File: config.mk
export PLATFORM = sky130hd
export DESIGN_NAME = staged_mem_unit
export DESIGN_NICKNAME = d
export VERILOG_FILES = /design/src/rtl/smu_pkg.sv /design/src/rtl/smu_decode.sv /design/src/rtl/smu_cells.sv /design/src/rtl/smu_seq.sv /design/src/rtl/staged_mem_unit.sv
export SDC_FILE = /design/constraint.sdc
export NUM_CORES = 1
export LEC_CHECK = 0
export CORE_ASPECT_RATIO = 1.5
export CORE_MARGIN = 2
export CORE_UTILIZATION = 40
export CTS_CLUSTER_DIAMETER = 100
export DETAILED_ROUTE_END_ITERATION = 8
export REMOVE_ABC_BUFFERS = 1
export SYNTH_ARGS = -nofsm -noshare
export SYNTH_HDL_FRONTEND = slang
export SYNTH_HIERARCHICAL = 1
export SYNTH_SLANG_ARGS = --single-unit
File: constraint.sdc
create_clock -name clk -period 2.35 [get_ports clk]
set_clock_uncertainty 0.15 [all_clocks]
set_input_delay 0.235 -clock clk [delete_from_list [all_inputs] [get_ports clk]]
set_output_delay 0.235 -clock clk [all_outputs]
set_load 0.1 [all_outputs]
File: src/rtl/smu_pkg.sv
package smu_pkg;
  typedef enum logic [1:0] {
    SEQ_IDLE   = 2'd0,
    SEQ_DECODE = 2'd1,
    SEQ_ACCESS = 2'd2
  } seq_state_e;
endpackage

File: src/rtl/smu_decode.sv
module smu_decode #(
  parameter int ADDR_W = 2,
  parameter bit GRID   = 1'b0,
  localparam int CELLS = 1 << ADDR_W
) (
  input  logic [ADDR_W-1:0] addr,
  output logic [CELLS-1:0]  sel
);
  generate
    if (GRID) begin : g_grid
      localparam int COL_W = ADDR_W / 2;
      localparam int ROW_W = ADDR_W - COL_W;
      localparam int ROWS  = 1 << ROW_W;
      localparam int COLS  = 1 << COL_W;
      logic [ROWS-1:0] row_line;
      logic [COLS-1:0] col_line;
      always_comb begin
        for (int r = 0; r < ROWS; r++)
          row_line[r] = (addr[ADDR_W-1:COL_W] == ROW_W'(r));
        for (int c = 0; c < COLS; c++)
          col_line[c] = (addr[COL_W-1:0] == COL_W'(c));
      end
      for (genvar r = 0; r < ROWS; r++) begin : g_row
        for (genvar c = 0; c < COLS; c++) begin : g_col
          assign sel[r*COLS + c] = row_line[r] & col_line[c];
        end
      end
    end else begin : g_flat
      always_comb begin
        for (int k = 0; k < CELLS; k++)
          sel[k] = (addr == ADDR_W'(k));
      end
    end
  endgenerate
endmodule

File: src/rtl/smu_cells.sv
module smu_cells #(
  parameter int DATA_W = 16,
  parameter int CELLS  = 4
) (
  input  logic              clk,
  input  logic              rst,
  input  logic              wr_en,
  input  logic [CELLS-1:0]  sel,
  input  logic [DATA_W-1:0] wdata,
  output logic [DATA_W-1:0] rdata
);
  logic [DATA_W-1:0] mem [CELLS];

  generate
    for (genvar i = 0; i < CELLS; i++) begin : g_cell
      always_ff @(posedge clk) begin
        if (wr_en && sel[i]) mem[i] <= wdata;
      end


      cell_keep_chk: assert property (@(posedge clk) disable iff (rst)
        !(wr_en && sel[i]) |=> (mem[i] === $past(mem[i])))
        else $error("cell %0d changed without its write", i);
    end
  endgenerate

  always_comb begin
    rdata = '0;
    for (int i = 0; i < CELLS; i++)
      rdata = rdata | (mem[i] & {DATA_W{sel[i]}});
  end
endmodule

File: src/rtl/smu_seq.sv
module smu_seq
  import smu_pkg::*;
(
  input  logic       clk,
  input  logic       rst,
  input  logic       req_valid,
  output seq_state_e state,
  output logic       accept,
  output logic       busy,
  output logic       done
);
  assign accept = (state == SEQ_IDLE) && req_valid;
  assign busy   = (state != SEQ_IDLE);

  always_ff @(posedge clk) begin
    if (rst) begin
      state <= SEQ_IDLE;
      done  <= 1'b0;
    end else begin
      done <= (state == SEQ_ACCESS);
      unique case (state)
        SEQ_IDLE:   if (req_valid) state <= SEQ_DECODE;
        SEQ_DECODE: state <= SEQ_ACCESS;
        SEQ_ACCESS: state <= SEQ_IDLE;
        default:    state <= SEQ_IDLE;
      endcase
    end
  end


  done_pulse_chk: assert property (@(posedge clk) disable iff (rst)
    done |=> !done) else $error("done held longer than one cycle");


  access_done_chk: assert property (@(posedge clk) disable iff (rst)
    (state == SEQ_ACCESS) |=> (done && !busy)) else $error("done missing after access");
endmodule

File: src/rtl/staged_mem_unit.sv
module staged_mem_unit
  import smu_pkg::*;
#(
  parameter int DATA_W = 16,
  parameter int ADDR_W = 2,
  parameter bit GRID   = 1'b0,
  localparam int CELLS = 1 << ADDR_W
) (
  input  logic              clk,
  input  logic              rst,
  input  logic              acc_ld,
  input  logic [DATA_W-1:0] acc_din,
  input  logic              req_valid,
  input  logic              req_write,
  input  logic [ADDR_W-1:0] req_addr,
  output logic              busy,
  output logic              done,
  output logic [ADDR_W-1:0] mar_q,
  output logic [DATA_W-1:0] mdr_q,
  output logic [DATA_W-1:0] acc_q
);
  seq_state_e        state;
  logic              accept;
  logic              op_wr;
  logic [DATA_W-1:0] st_data;
  logic [CELLS-1:0]  dec_sel;
  logic [CELLS-1:0]  sel_q;
  logic [DATA_W-1:0] rdata;
  logic              wr_en;

  smu_seq u_seq (
    .clk       (clk),
    .rst       (rst),
    .req_valid (req_valid),
    .state     (state),
    .accept    (accept),
    .busy      (busy),
    .done      (done)
  );

  smu_decode #(.ADDR_W(ADDR_W), .GRID(GRID)) u_dec (
    .addr (mar_q),
    .sel  (dec_sel)
  );

  assign wr_en = (state == SEQ_ACCESS) && op_wr;

  smu_cells #(.DATA_W(DATA_W), .CELLS(CELLS)) u_cells (
    .clk   (clk),
    .rst   (rst),
    .wr_en (wr_en),
    .sel   (sel_q),
    .wdata (st_data),
    .rdata (rdata)
  );

  always_ff @(posedge clk) begin
    if (rst) begin
      mar_q   <= '0;
      mdr_q   <= '0;
      acc_q   <= '0;
      st_data <= '0;
      op_wr   <= 1'b0;
      sel_q   <= '0;
    end else begin
      if (acc_ld) acc_q <= acc_din;
      if (accept) begin
        mar_q   <= req_addr;
        op_wr   <= req_write;
        st_data <= acc_q;
      end
      if (state == SEQ_DECODE) sel_q <= dec_sel;
      if (state == SEQ_ACCESS && !op_wr) mdr_q <= rdata;
    end
  end


  reset_clear_chk: assert property (@(posedge clk)
    rst |=> (mar_q == '0 && mdr_q == '0 && acc_q == '0 && !busy && !done))
    else $error("registers not cleared by reset");


  sel_onehot_chk: assert property (@(posedge clk) disable iff (rst)
    (state == SEQ_ACCESS) |-> ($countones(sel_q) == 1))
    else $error("cell select not one-hot");


  mar_hold_chk: assert property (@(posedge clk) disable iff (rst)
    busy |=> $stable(mar_q)) else $error("MAR moved while busy");


  store_copy_chk: assert property (@(posedge clk) disable iff (rst)
    busy |=> $stable(st_data)) else $error("store word moved while busy");
endmodule

# ---- Yosys cells after proc, flatten, opt, wreduce, memory -nomap -nowiden
# Memories as Yosys holds them, arrays and structs flattened.
# Index checks and enable logic that the tools add are counted.
dict set report totals {
  register_bits 58
  mem_bits_rw 64
  inputBits 23
  output_inout_bits 36
  mem_count 1
}
# memory words width rd rd_clocked_by_memory_dff write_ports line
set mem_list {}
lappend mem_list {u_cells.mem 4 16 4 0 4 smu_cells.sv:12} ;# logic [DATA_W-1:0] mem [CELLS];
dict set report classes {
  eq_ne 6
  muxes 10
  bitwise_logic 7
  n_reduce_logical 11
}
# op count
set op_table {}
lappend op_table {{AND 16 bit} 4}
lappend op_table {{OR 16 bit} 3}
lappend op_table {{two-way mux 1 bit} 8}
lappend op_table {{logical AND 1 bit} 7}
lappend op_table {{equality test 2 bit, second input constant} 3}
lappend op_table {{equality test 2 x 1 -> 1 bit, second input constant} 2}
lappend op_table {{zero test 2 bit} 2}
lappend op_table {{one-hot mux 2 bit (2 select lines)} 1}
lappend op_table {{two-way mux 2 bit} 1}
lappend op_table {{inequality test 2 bit, second input constant} 1}
lappend op_table {{nonzero test 2 bit} 1}
lappend op_table {{zero test 1 bit} 1}

# ---- Depth between registers and ports, before layout
# Gate-level depths: netlist (run 1).
dict set report depth {
  ltp_word 5
  ltp_mapped 6
  mapped_depth_nobuf 4
}

# ---- Hierarchy
# Netlist (run 1), hierarchy kept.
# module instances cells_each area_each_um2
set modules_own_cells {}
lappend modules_own_cells {smu_cells 1 124 2351.0}
lappend modules_own_cells {staged_mem_unit 1 199 1953.1}
lappend modules_own_cells {smu_seq 1 8 103.8}
lappend modules_own_cells {smu_decode 1 4 26.3}

# ---- Worst setup path after synthesis (run 1)
# OpenSTA, ideal clock, no wires.
dict set report synth_path {
  path_type {register to register}
  from {register mar_q[1]}
  to {register sel_q[1]}
  arrival_time_ps 1425
  required_time_ps 2072
  path_slack_ps 648
  stages_incl_launch_ff 4
  period_less_slack_ps 1702
  cell_sequence {dfxtp_1 > and2b_2 > mux2i_1 > nor2_1}
}
dict set report synth_via {
  elab_chain_cells 1
}
# item line
set synth_rtl {}
lappend synth_rtl {{from (decl)} staged_mem_unit.sv:18} ;# output logic [ADDR_W-1:0] mar_q,
lappend synth_rtl {{from (signal assigned)} staged_mem_unit.sv:68} ;# mar_q <= req_addr;
lappend synth_rtl {{equality test 2 x 1 -> 1 bit} smu_decode.sv:31} ;# sel[k] = (addr == ADDR_W'(k));
lappend synth_rtl {{named net dec_sel[1]} staged_mem_unit.sv:26} ;# logic [CELLS-1:0] dec_sel;
lappend synth_rtl {{to (signal assigned)} staged_mem_unit.sv:72} ;# if (state == SEQ_DECODE) sel_q <= dec_sel;
lappend synth_rtl {{to (decl)} staged_mem_unit.sv:27} ;# logic [CELLS-1:0] sel_q;
# The timed path passes the listed nets, and every way through them passes these cells.
# A chain may end at the register's enable or synchronous reset.

==> summary.txt, run 1 <==
Finish
  • Number of nets in the layout: 429
  • Post-layout util: 0.516
  • Non-Filler Instances: 565
  • Footprint of the multi-input gates: 1190 um2
  • Share of layout cells above drive strength 1: 0.215
  • Layout fillers: 991
  • Cell area after layout: 5640 um2
  • # diodes: 0
  • Area grow syn2layout: 27.3%
  • FF+latch area: 3080 um2

Routing
  • Final WL: 8990 um
  • Vias per std cell: 4.82
  • DRT iter0 DRCs: 129
  • Vias: 2,724
  • DR pass1 iterations: 4
  • DR WL/cell: 15.9 um
  • Residual DRC count: 0
  • Routed Antenna Nets: 0

Clock tree
  • CTS Hold Buffers Added: 0
  • Clk buf depth: 2
  • Clock sink count: 122
  • Clock latency on the worst-skew pair: approximately 0.41 ns
  • CTS-repair resized insts: 0
  • CTS tree: built
  • H-tree levels: 4
  • Clock transition at the registers of the reported paths: 0.05 ns
  • Total CTS buffers: 17
  • Post-CTS Setup Repair Bufs: 0
  • Root buf cell: clkbuf_16

Power
  • Comb pwr share: 0.077
  • Clock power frac: 0.478
  • Net Sw Frac: 0.224
  • VDD IR max: approximately 0.54 mV
  • Seq pwr share: 0.445
  • Sw Pwr: around 1.2 mW
  • Internal power: ~4.0 mW
  • PD cells: approximately 900 nW/um2
  • Pleak: 2.24 nW

Yosys
  • Post-synthesis adder-cell area fraction: 0
  • Post-synthesis compound-gate area fraction: 0.0745
  • Post-synthesis sequential area ratio: 0.695
  • Syn avg cell area: roughly 13 um2
  • Cell taking the most area after synthesis: edfxtp_1
  • Most area-consuming cells after synthesis: edfxtp_1 43%, dfxtp_1 26%, mux2i_1 8.8%
  • Mux contribution to synthesized area: 0.0880
  • Synth warnings: 6
  • Simple-Gate Fraction of Synth Area: 0.104
  • Yosys reg bits: 122
  • Synth top area share: 0.433
  • Combinational family with the most area after synthesis: simple AND/OR/NAND/NOR gates
  • Synth Area in XOR/XNOR: 0
  • Count of unique library cells instantiated by Yosys: 27
  • Cell count after synthesis: 335
  • Post-synthesis cell area: 4430 um2

Place
  • Placed cells: about 530
  • Worst slack, placed: 0.498 ns
  • Port Buffers: 58
  • Area after DPL: 5070 um2
  • Post-DP HPWL: 5540 um
  • GPL Wtd Cong: 0.700

Global routing
  • Initial antenna violation count: 0
  • First-pass GRT wire length: around 15,000 um
  • Tot GR Track Use: 0.162
  • Number of global-route vias before repair: 2,782
  • Overflow after GRT: 0
  • Largest net degree at the start of global routing: 31

STA
  • Max-slew violation count: 0
  • Hold Vio Cnt, Final: 0
  • Unrepaired setup endpoints after global routing: no
  • Fin crit period: 1.86 ns
  • Slew @ Worst Pin: 0.740 ns
  • Setup ws final: 0.491 ns
  • Setup Viol. Count Final: 0
  • Fmax: 0.538 GHz
  • Final period util: 0.791
  • Slew headroom: 0.507

Setup path
  • CP max FO: 9
  • Startpoint Class: register
  • Crit. End Element: register
  • CP Class: register to register
  • Required @ worst endpoint: 2.31 ns
  • WP data arrival: 1.82 ns

Die
  • Core area: ~11,000 um2
  • Die area: 12,000 um2
  • Initial Util: 0.405
  • Die X: 90.0 um
  • IO Pins: 59
  • Die H: 133 um
  • Site row count: 47

Outcome
  • Status: complete, no violations

Worst hold path
  • Hold Path Class: input pin to register

Job
  • Max-cap viol count: 0
area by class of cell:
type | count | area share
Clock inverter | 9 | 0.0171
Timing Repair Buffer | 74 | 0.110
Tap cell | 147 | 0.0326
Sequential cell | 122 | 0.546
Clock buffer | 22 | 0.0840
Multi-Input combinational cell | 191 | 0.210
placed cells by master, fill, tap and decap left out, types with 2 or more instances in the layout:
cell	netlist	layout
nand2_1	47	47
nor3b_2	1	2
mux2i_1	39	39
dfxtp_1	58	58
nor2_1	40	40
nor3b_1	3	2
a22oi_1	30	30
clkbuf_16	0	17
a22oi_2	2	2
clkinv_2	0	5
clkdlybuf4s50_1	0	21
and2_1	4	4
buf_4	3	51
clkbuf_8	0	3
edfxtp_1	64	64
a21oi_1	16	16
bufinv_16	0	2
clkbuf_1	4	2
through the flow:
step | total power [mW] | hold slack (ns) | TNS (ns)
floorplan | 2.61 | 0.154 | -13.27
global route | 5.35 | 0.209 | 0
finish | 5.18 | 0.171 | 0
CTS | 5.23 | 0.174 | 0
detailed placement | 2.75 | 0.299 | 0
global placement | 2.75 | 0.293 | 0
cell families after synthesis:
group | count (synthesis)
buffers and inverters | 22
and+or+nand+nor | 104
DFF | 122
AOI/OAI and AO/OA | 48
muxes | 39
sequential cells by signal, indices dropped and copies added (netlist names):
register     cells
u_seq/state      2
op_wr            1
acc_q           16
u_cells/mem     64
sel_q            4
mdr_q           16
st_data         16
mar_q            2
u_seq/done       1
path summary, 6_finish.rpt:
kind                  start                 end  slack [ns]  cells past startpoint
min                     rst          st_data[5]        0.17                      2
max reg2reg  u_seq/state[1]  u_cells/mem[2][13]        0.49                      3
min reg2reg        mdr_q[9]            mdr_q[9]        0.30                      2
max          u_seq/state[1]  u_cells/mem[2][13]        0.49                      3
synthesized netlist by cell type, drive strengths merged:
library cell,instances
nor4b,1
nor2b,1
nor2,40
nand2,48
nor3b,4
nand2b,1
and2,5
buf,17
clkbuf,5
or3b,1
a22oi,32
dfxtp,58
edfxtp,64
and2b,1
or2,1
and3b,1
mux2i,39
a21oi,16
metal layers:
layer / vias to the layer above / share of wire / routed length (um) / GRT usage
li1: 1336 / - / - / -
met1: 1317 / 0.42 / 3810 / 0.183
met2: 57 / 0.52 / 4720 / 0.281
met3: 14 / 0.029 / 258 / 0.0416
met4: 0 / 0.023 / 205 / 0.0846
met5: - / 0 / 0 / 0
power by group through the flow:
| stage | sequential [mW] | combinational (mW) | clock, mW |
|---|---|---|---|
| global route | 2.31 | 0.423 | 2.62 |
| detailed placement | 2.35 | 0.404 | 0 |
| floorplan | 2.50 | 0.114 | 0 |
| finish | 2.31 | 0.401 | 2.48 |
| CTS | 2.31 | 0.405 | 2.51 |
| global placement | 2.35 | 0.402 | 0 |
critical path, stage by stage, from the launching register on:
cell and delay (ns):
dfxtp_1 0.47, and3b_2 0.27, and2_1 0.42, buf_4 0.25
Power figures use the tool's default switching activity.
==> run 2, diff against run 1 <==
==> constraint.sdc (replaced) <==
create_clock -name clk -period 1.7 [get_ports clk]
set_clock_uncertainty 0.15 [all_clocks]
set_input_delay 0.17 -clock clk [delete_from_list [all_inputs] [get_ports clk]]
set_output_delay 0.17 -clock clk [all_outputs]
set_load 0.1 [all_outputs]
==> summary.txt, run 2 (synthesized netlist as in run 1, its figures left out) <==
Outcome
  • Status: complete, no violations

STA
  • Final period util: 0.940
  • Hold Vio Cnt, Final: 0
  • Setup Viol. Count Final: 0
  • Fmax: 0.626 GHz
  • Slew @ Worst Pin: 0.309 ns
  • Slew headroom: 0.794
  • Unrepaired setup endpoints after global routing: no
  • Final hold slack: 0.222 ns
  • Setup TNS: 0 ns
  • Fin crit period: 1.60 ns
  • Max-slew violation count: 0

Setup path
  • CP bufs+invs: 1
  • CP Class: register to primary output
  • CP Depth: 2
  • Slowest stage delay, CP: 0.50 ns
  • Worst-path cell chain: or2_1 -> buf_12
  • Slowest cell on crit path: dfxtp_1
  • CP max FO: 9
  • RR Startpoint: u_seq/state[1]
  • Reg2Reg Setup Slack: about 0.11 ns
  • Startpoint Class: register
  • Worst reg2reg endpoint: u_cells/mem[2][10]
  • Worst setup path end: busy
  • Worst Setup SP: u_seq/state[0]
  • Crit. End Element: primary output
  • Critical path's top delay family: flip-flops
  • Reg2Reg Depth: 3
  • WP data arrival: 1.28 ns
  • Required @ worst endpoint: 1.38 ns

Routing
  • DRT iter0 DRCs: 122
  • DR WL/cell: 15.6 um
  • Final WL: slightly below 9000 um
  • Vias: 2,739
  • Routed Antenna Nets: 0
  • Vias per std cell: approximately 4.8
  • DR pass1 iterations: 4
  • Residual DRC count: 0

Place
  • Post-DP HPWL: approximately 5700 um
  • GPL Wtd Cong: 0.740
  • Port Buffers: 58
  • Area after DPL: about 5600 um2

Clock tree
  • CTS tree: built
  • Root buf cell: clkbuf_16
  • CTS-repair resized insts: 0
  • Clock latency on the worst-skew pair: 0.41 ns
  • Clock sink count: 122
  • Total CTS buffers: 17
  • Post-CTS Setup Repair Bufs: 0
  • H-tree levels: 4
  • Clk buf depth: 2
  • CTS Hold Buffers Added: 1
  • Clock transition at the registers of the reported paths: 0.05 ns

Job
  • Max-cap viol count: 0

Power
  • Power, Total: ~7.4 mW
  • VDD IR max: 0.656 mV
  • Pleak: 2.41 nW
  • PD cells: between 1000 and 1500 nW/um2

Die
  • Die X: 90.0 um
  • Die area: between 10,000 and 15,000 um2
  • Initial Util: 0.405
  • Site row count: between 40 and 50
  • Die H: 133 um
  • Core area: 10,900 um2
  • IO Pins: 59

Finish
  • Most flops, register: u_cells/mem
  • Cell area after layout: 6230 um2
  • Share of layout cells above drive strength 1: 0.221
  • # diodes: 0
  • Max FFs per register: 64
  • Most common cell after layout, fill and taps aside: edfxtp_1
  • Area grow syn2layout: 40.4%
  • Number of nets in the layout: 436
  • Most frequent cells in the layout: 64 x edfxtp_1, 58 x dfxtp_1, 47 x nand2_1

Global routing
  • Tot GR Track Use: 0.162
  • Initial antenna violation count: 0
  • Overflow after GRT: 0
  • First-pass GRT wire length: 14,600 um
  • Number of global-route vias before repair: around 2,800
  • Largest net degree at the start of global routing: 31

Worst hold path
  • Hold Path Class: input pin to register
==> run 2: cell count changes in the layout (fill, tap and decap cells not counted), sizes merged <==
cell         before  now
buf              53   59
bufinv            2    3
clkbuf           22   23
clkinv            6    4
clkinvlp          1    0
dlygate4sd3       0    1
inv               0    1
==> run 2: worst min-delay path by stage <==
| stage | slack (ns) | end | from | depth (start not counted) |
|---|---|---|---|---|
| 2_1_floorplan | 0.09 | mdr_q[0] | rst | 1 |
| 3_3_place_gp | 0.33 | u_cells/mem[1][10] | st_data[10] | 0 |
| 3_5_place_dp | 0.33 | u_cells/mem[1][1] | st_data[1] | 0 |
| 4_1_cts | 0.21 | acc_q[11] | acc_din[11] | 3 |
| 5_1_grt | 0.23 | acc_q[13] | acc_din[13] | 3 |
| 6_report | 0.22 | acc_q[11] | acc_din[11] | 3 |
==> run 2: power by group <==
part / leakage, nW / internal (mW) / switching [mW] / total [mW]
Sequential: 1.09 / 3.14 / 0.0690 / 3.21
Combinational: 1.03 / 0.264 / 0.376 / 0.641
Clock: 0.289 / 2.36 / 1.17 / 3.53
==> run 2: layout make-up <==
type	instances	area [um2]
Clock buffer	23	468
Clock inverter	8	119
Sequential cell	122	3080
Timing Repair Buffer	81	1190
Fill cell	909	4710
Tap cell	147	184
Multi-Input combinational cell	191	1190
==> run 2: stage by stage <==
step | worst slack (ns) | util | instances
2_1_floorplan | -1.35 | - | 313
3_3_place_gp | 0.0874 | 0.515 | 540
3_5_place_dp | 0.0676 | 0.515 | 540
4_1_cts | 0.0687 | 0.569 | 572
5_1_grt | 0.0403 | 0.569 | 572
6_report | 0.102 | 0.569 | 572
==> run 2: routing by layer <==
layer / track usage / vias to the layer above / part of all wire
met5: 0 / - / 0
li1: - / 1352 / -
met2: 0.273 / 59 / 0.53
met3: 0.0644 / 13 / 0.043
met4: 0.0675 / 0 / 0.019
met1: 0.184 / 1315 / 0.41
==> run 2: worst register-to-register path, delay by kind of cell, from the launching register on <==
family,cells,cell delay (ns)
and+or+nand+nor,2,0.50
DFF,1,0.48
buffers and inverters,1,0.18
==> run 3, diff against run 2 <==
--- a/config.mk
+++ b/config.mk
@@ -6,7 +6,7 @@
 export NUM_CORES = 1
 export LEC_CHECK = 0
 export CORE_ASPECT_RATIO = 1.5
-export CORE_MARGIN = 2
+export CORE_MARGIN = 1.5
 export CORE_UTILIZATION = 40
 export CTS_CLUSTER_DIAMETER = 100
 export DETAILED_ROUTE_END_ITERATION = 8
==> summary.txt, run 3 (synthesized netlist as in run 1, its figures left out) <==
Place
  • Post-DP HPWL: about 5700 um
  • Port Buffers: 58
  • Placed cells: between 500 and 600
  • GPL Wtd Cong: 0.719

Clock tree
  • Clock transition at the registers of the reported paths: 0.05 ns
  • CTS Hold Buffers Added: 1
  • CTS tree: built
  • Clock sink count: 122
  • Total CTS buffers: 17
  • Clock latency on the worst-skew pair: 0.41 ns
  • Post-CTS Setup Repair Bufs: 0
  • Clk buf depth: 2
  • H-tree levels: 4
  • Root buf cell: clkbuf_16
  • CTS-repair resized insts: 0

Routing
  • Vias per std cell: 4.87
  • Residual DRC count: 0
  • Routed Antenna Nets: 0
  • DR pass1 iterations: 4
  • Vias: about 2,800
  • DR WL/cell: ~16 um
  • DRT iter0 DRCs: 173
  • Final WL: 9010 um

Global routing
  • Tot GR Track Use: 0.170
  • Number of global-route vias before repair: 2,886
  • Largest net degree at the start of global routing: 31
  • First-pass GRT wire length: 14,600 um
  • Initial antenna violation count: 0
  • Overflow after GRT: 0

STA
  • Max-slew violation count: 0
  • Final hold slack: 0.225 ns
  • Final period util: 0.946
  • Setup Viol. Count Final: 0
  • Fin crit period: 1.61 ns
  • Slew @ Worst Pin: between 0.3 and 0.4 ns
  • Hold Vio Cnt, Final: 0
  • Setup TNS: 0 ns
  • Fmax: 0.622 GHz
  • Unrepaired setup endpoints after global routing: no
  • Slew headroom: 0.783

Setup path
  • Reg2Reg Depth: 3
  • Worst Setup SP: u_seq/state[0]
  • Startpoint Class: register
  • RR Startpoint: u_seq/state[1]
  • WP data arrival: about 1.3 ns
  • Reg2Reg Setup Slack: 0.12 ns
  • Required @ worst endpoint: 1.38 ns
  • Critical path's top delay family: flip-flops
  • Worst setup path end: busy
  • Worst reg2reg endpoint: u_cells/mem[0][0]
  • Crit. End Element: primary output
  • CP Depth: 2
  • CP bufs+invs: 1
  • Worst-path cell chain: or2_1 -> buf_12
  • CP max FO: 9
  • Slowest cell on crit path: dfxtp_1
  • Slowest stage delay, CP: roughly 0.5 ns
  • CP Class: register to primary output

Worst hold path
  • Hold Path Class: input pin to register
  • Min-delay src: acc_din[5]

Finish
  • Number of nets in the layout: 434
  • Max FFs per register: between 60 and 70
  • Most frequent cells in the layout: 64 x edfxtp_1, 58 x dfxtp_1, 47 x nand2_1
  • Share of layout cells above drive strength 1: 0.222
  • # diodes: 0
  • Area grow syn2layout: 40.6%
  • Post-layout util: 0.582
  • Most flops, register: u_cells/mem
  • Layout fillers: 905
  • Most common cell after layout, fill and taps aside: edfxtp_1
  • Non-Filler Instances: 568

Power
  • Comb pwr share: 0.087
  • Clock power frac: 0.481
  • Power, Total: 7.44 mW
  • Seq pwr share: 0.432
  • VDD IR max: 0.834 mV
  • Net Sw Frac: 0.218
  • Sw Pwr: 1.62 mW
  • Pleak: between 2 and 2.5 nW
  • PD cells: 1190 nW/um2
  • Internal power: 5.82 mW

Die
  • Die H: 132 um
  • Core area: 10,700 um2
  • Site row count: 46
  • Die area: between 10,000 and 15,000 um2
  • IO Pins: 59
  • Die X: 89.0 um
  • Initial Util: 0.414

Job
  • Max-cap viol count: 0

Outcome
  • Status: complete, no violations
## run 3: how the worst min path moves through the flow
stage,end,slack [ns],cells past startpoint
2_1_floorplan,mdr_q[0],0.09,1
3_3_place_gp,u_cells/mem[1][9],0.32,0
3_5_place_dp,u_cells/mem[1][7],0.33,0
4_1_cts,acc_q[13],0.21,3
5_1_grt,acc_q[15],0.23,3
6_report,acc_q[5],0.23,3
## run 3: final cells by class
class | instances | area [um2] | share of cell area
Clock buffer | 24 | 482 | 0.0773
Clock inverter | 8 | 118 | 0.0189
Multi-Input combinational cell | 191 | 1190 | 0.190
Sequential cell | 122 | 3080 | 0.495
Tap cell | 144 | 180 | 0.0289
Timing Repair Buffer | 79 | 1180 | 0.190
## run 3: worst min-delay path, stage by stage
cell,delay (ns)
clkdlybuf4s50_1,0.39
mux2i_1,0.13
nor2_1,0.05
## run 3: routing by layer
layer | vias to the layer above | GRT usage | routed length (um)
li1 | 1353 | - | -
met1 | 1332 | 0.197 | 3680
met2 | 64 | 0.285 | 4820
met3 | 16 | 0.0513 | 314
met4 | 0 | 0.0761 | 196
met5 | - | 0 | 0
## run 3: power groups by stage
stage | clock, mW | combinational [mW] | sequential (mW)
global placement | 0 | 0.643 | 3.27
global route | 3.77 | 0.678 | 3.22
CTS | 3.63 | 0.653 | 3.21
detailed placement | 0 | 0.649 | 3.27
finish | 3.58 | 0.645 | 3.21
floorplan | 0 | 0.158 | 3.46
## run 3: metrics by stage
stage	setup slack, ns	instance area (um2)
floorplan	-1.35	4270
global placement	0.0857	5620
CTS	0.0693	6230
global route	0.0115	6230
finish	0.0913	6230
detailed placement	0.0365	5620
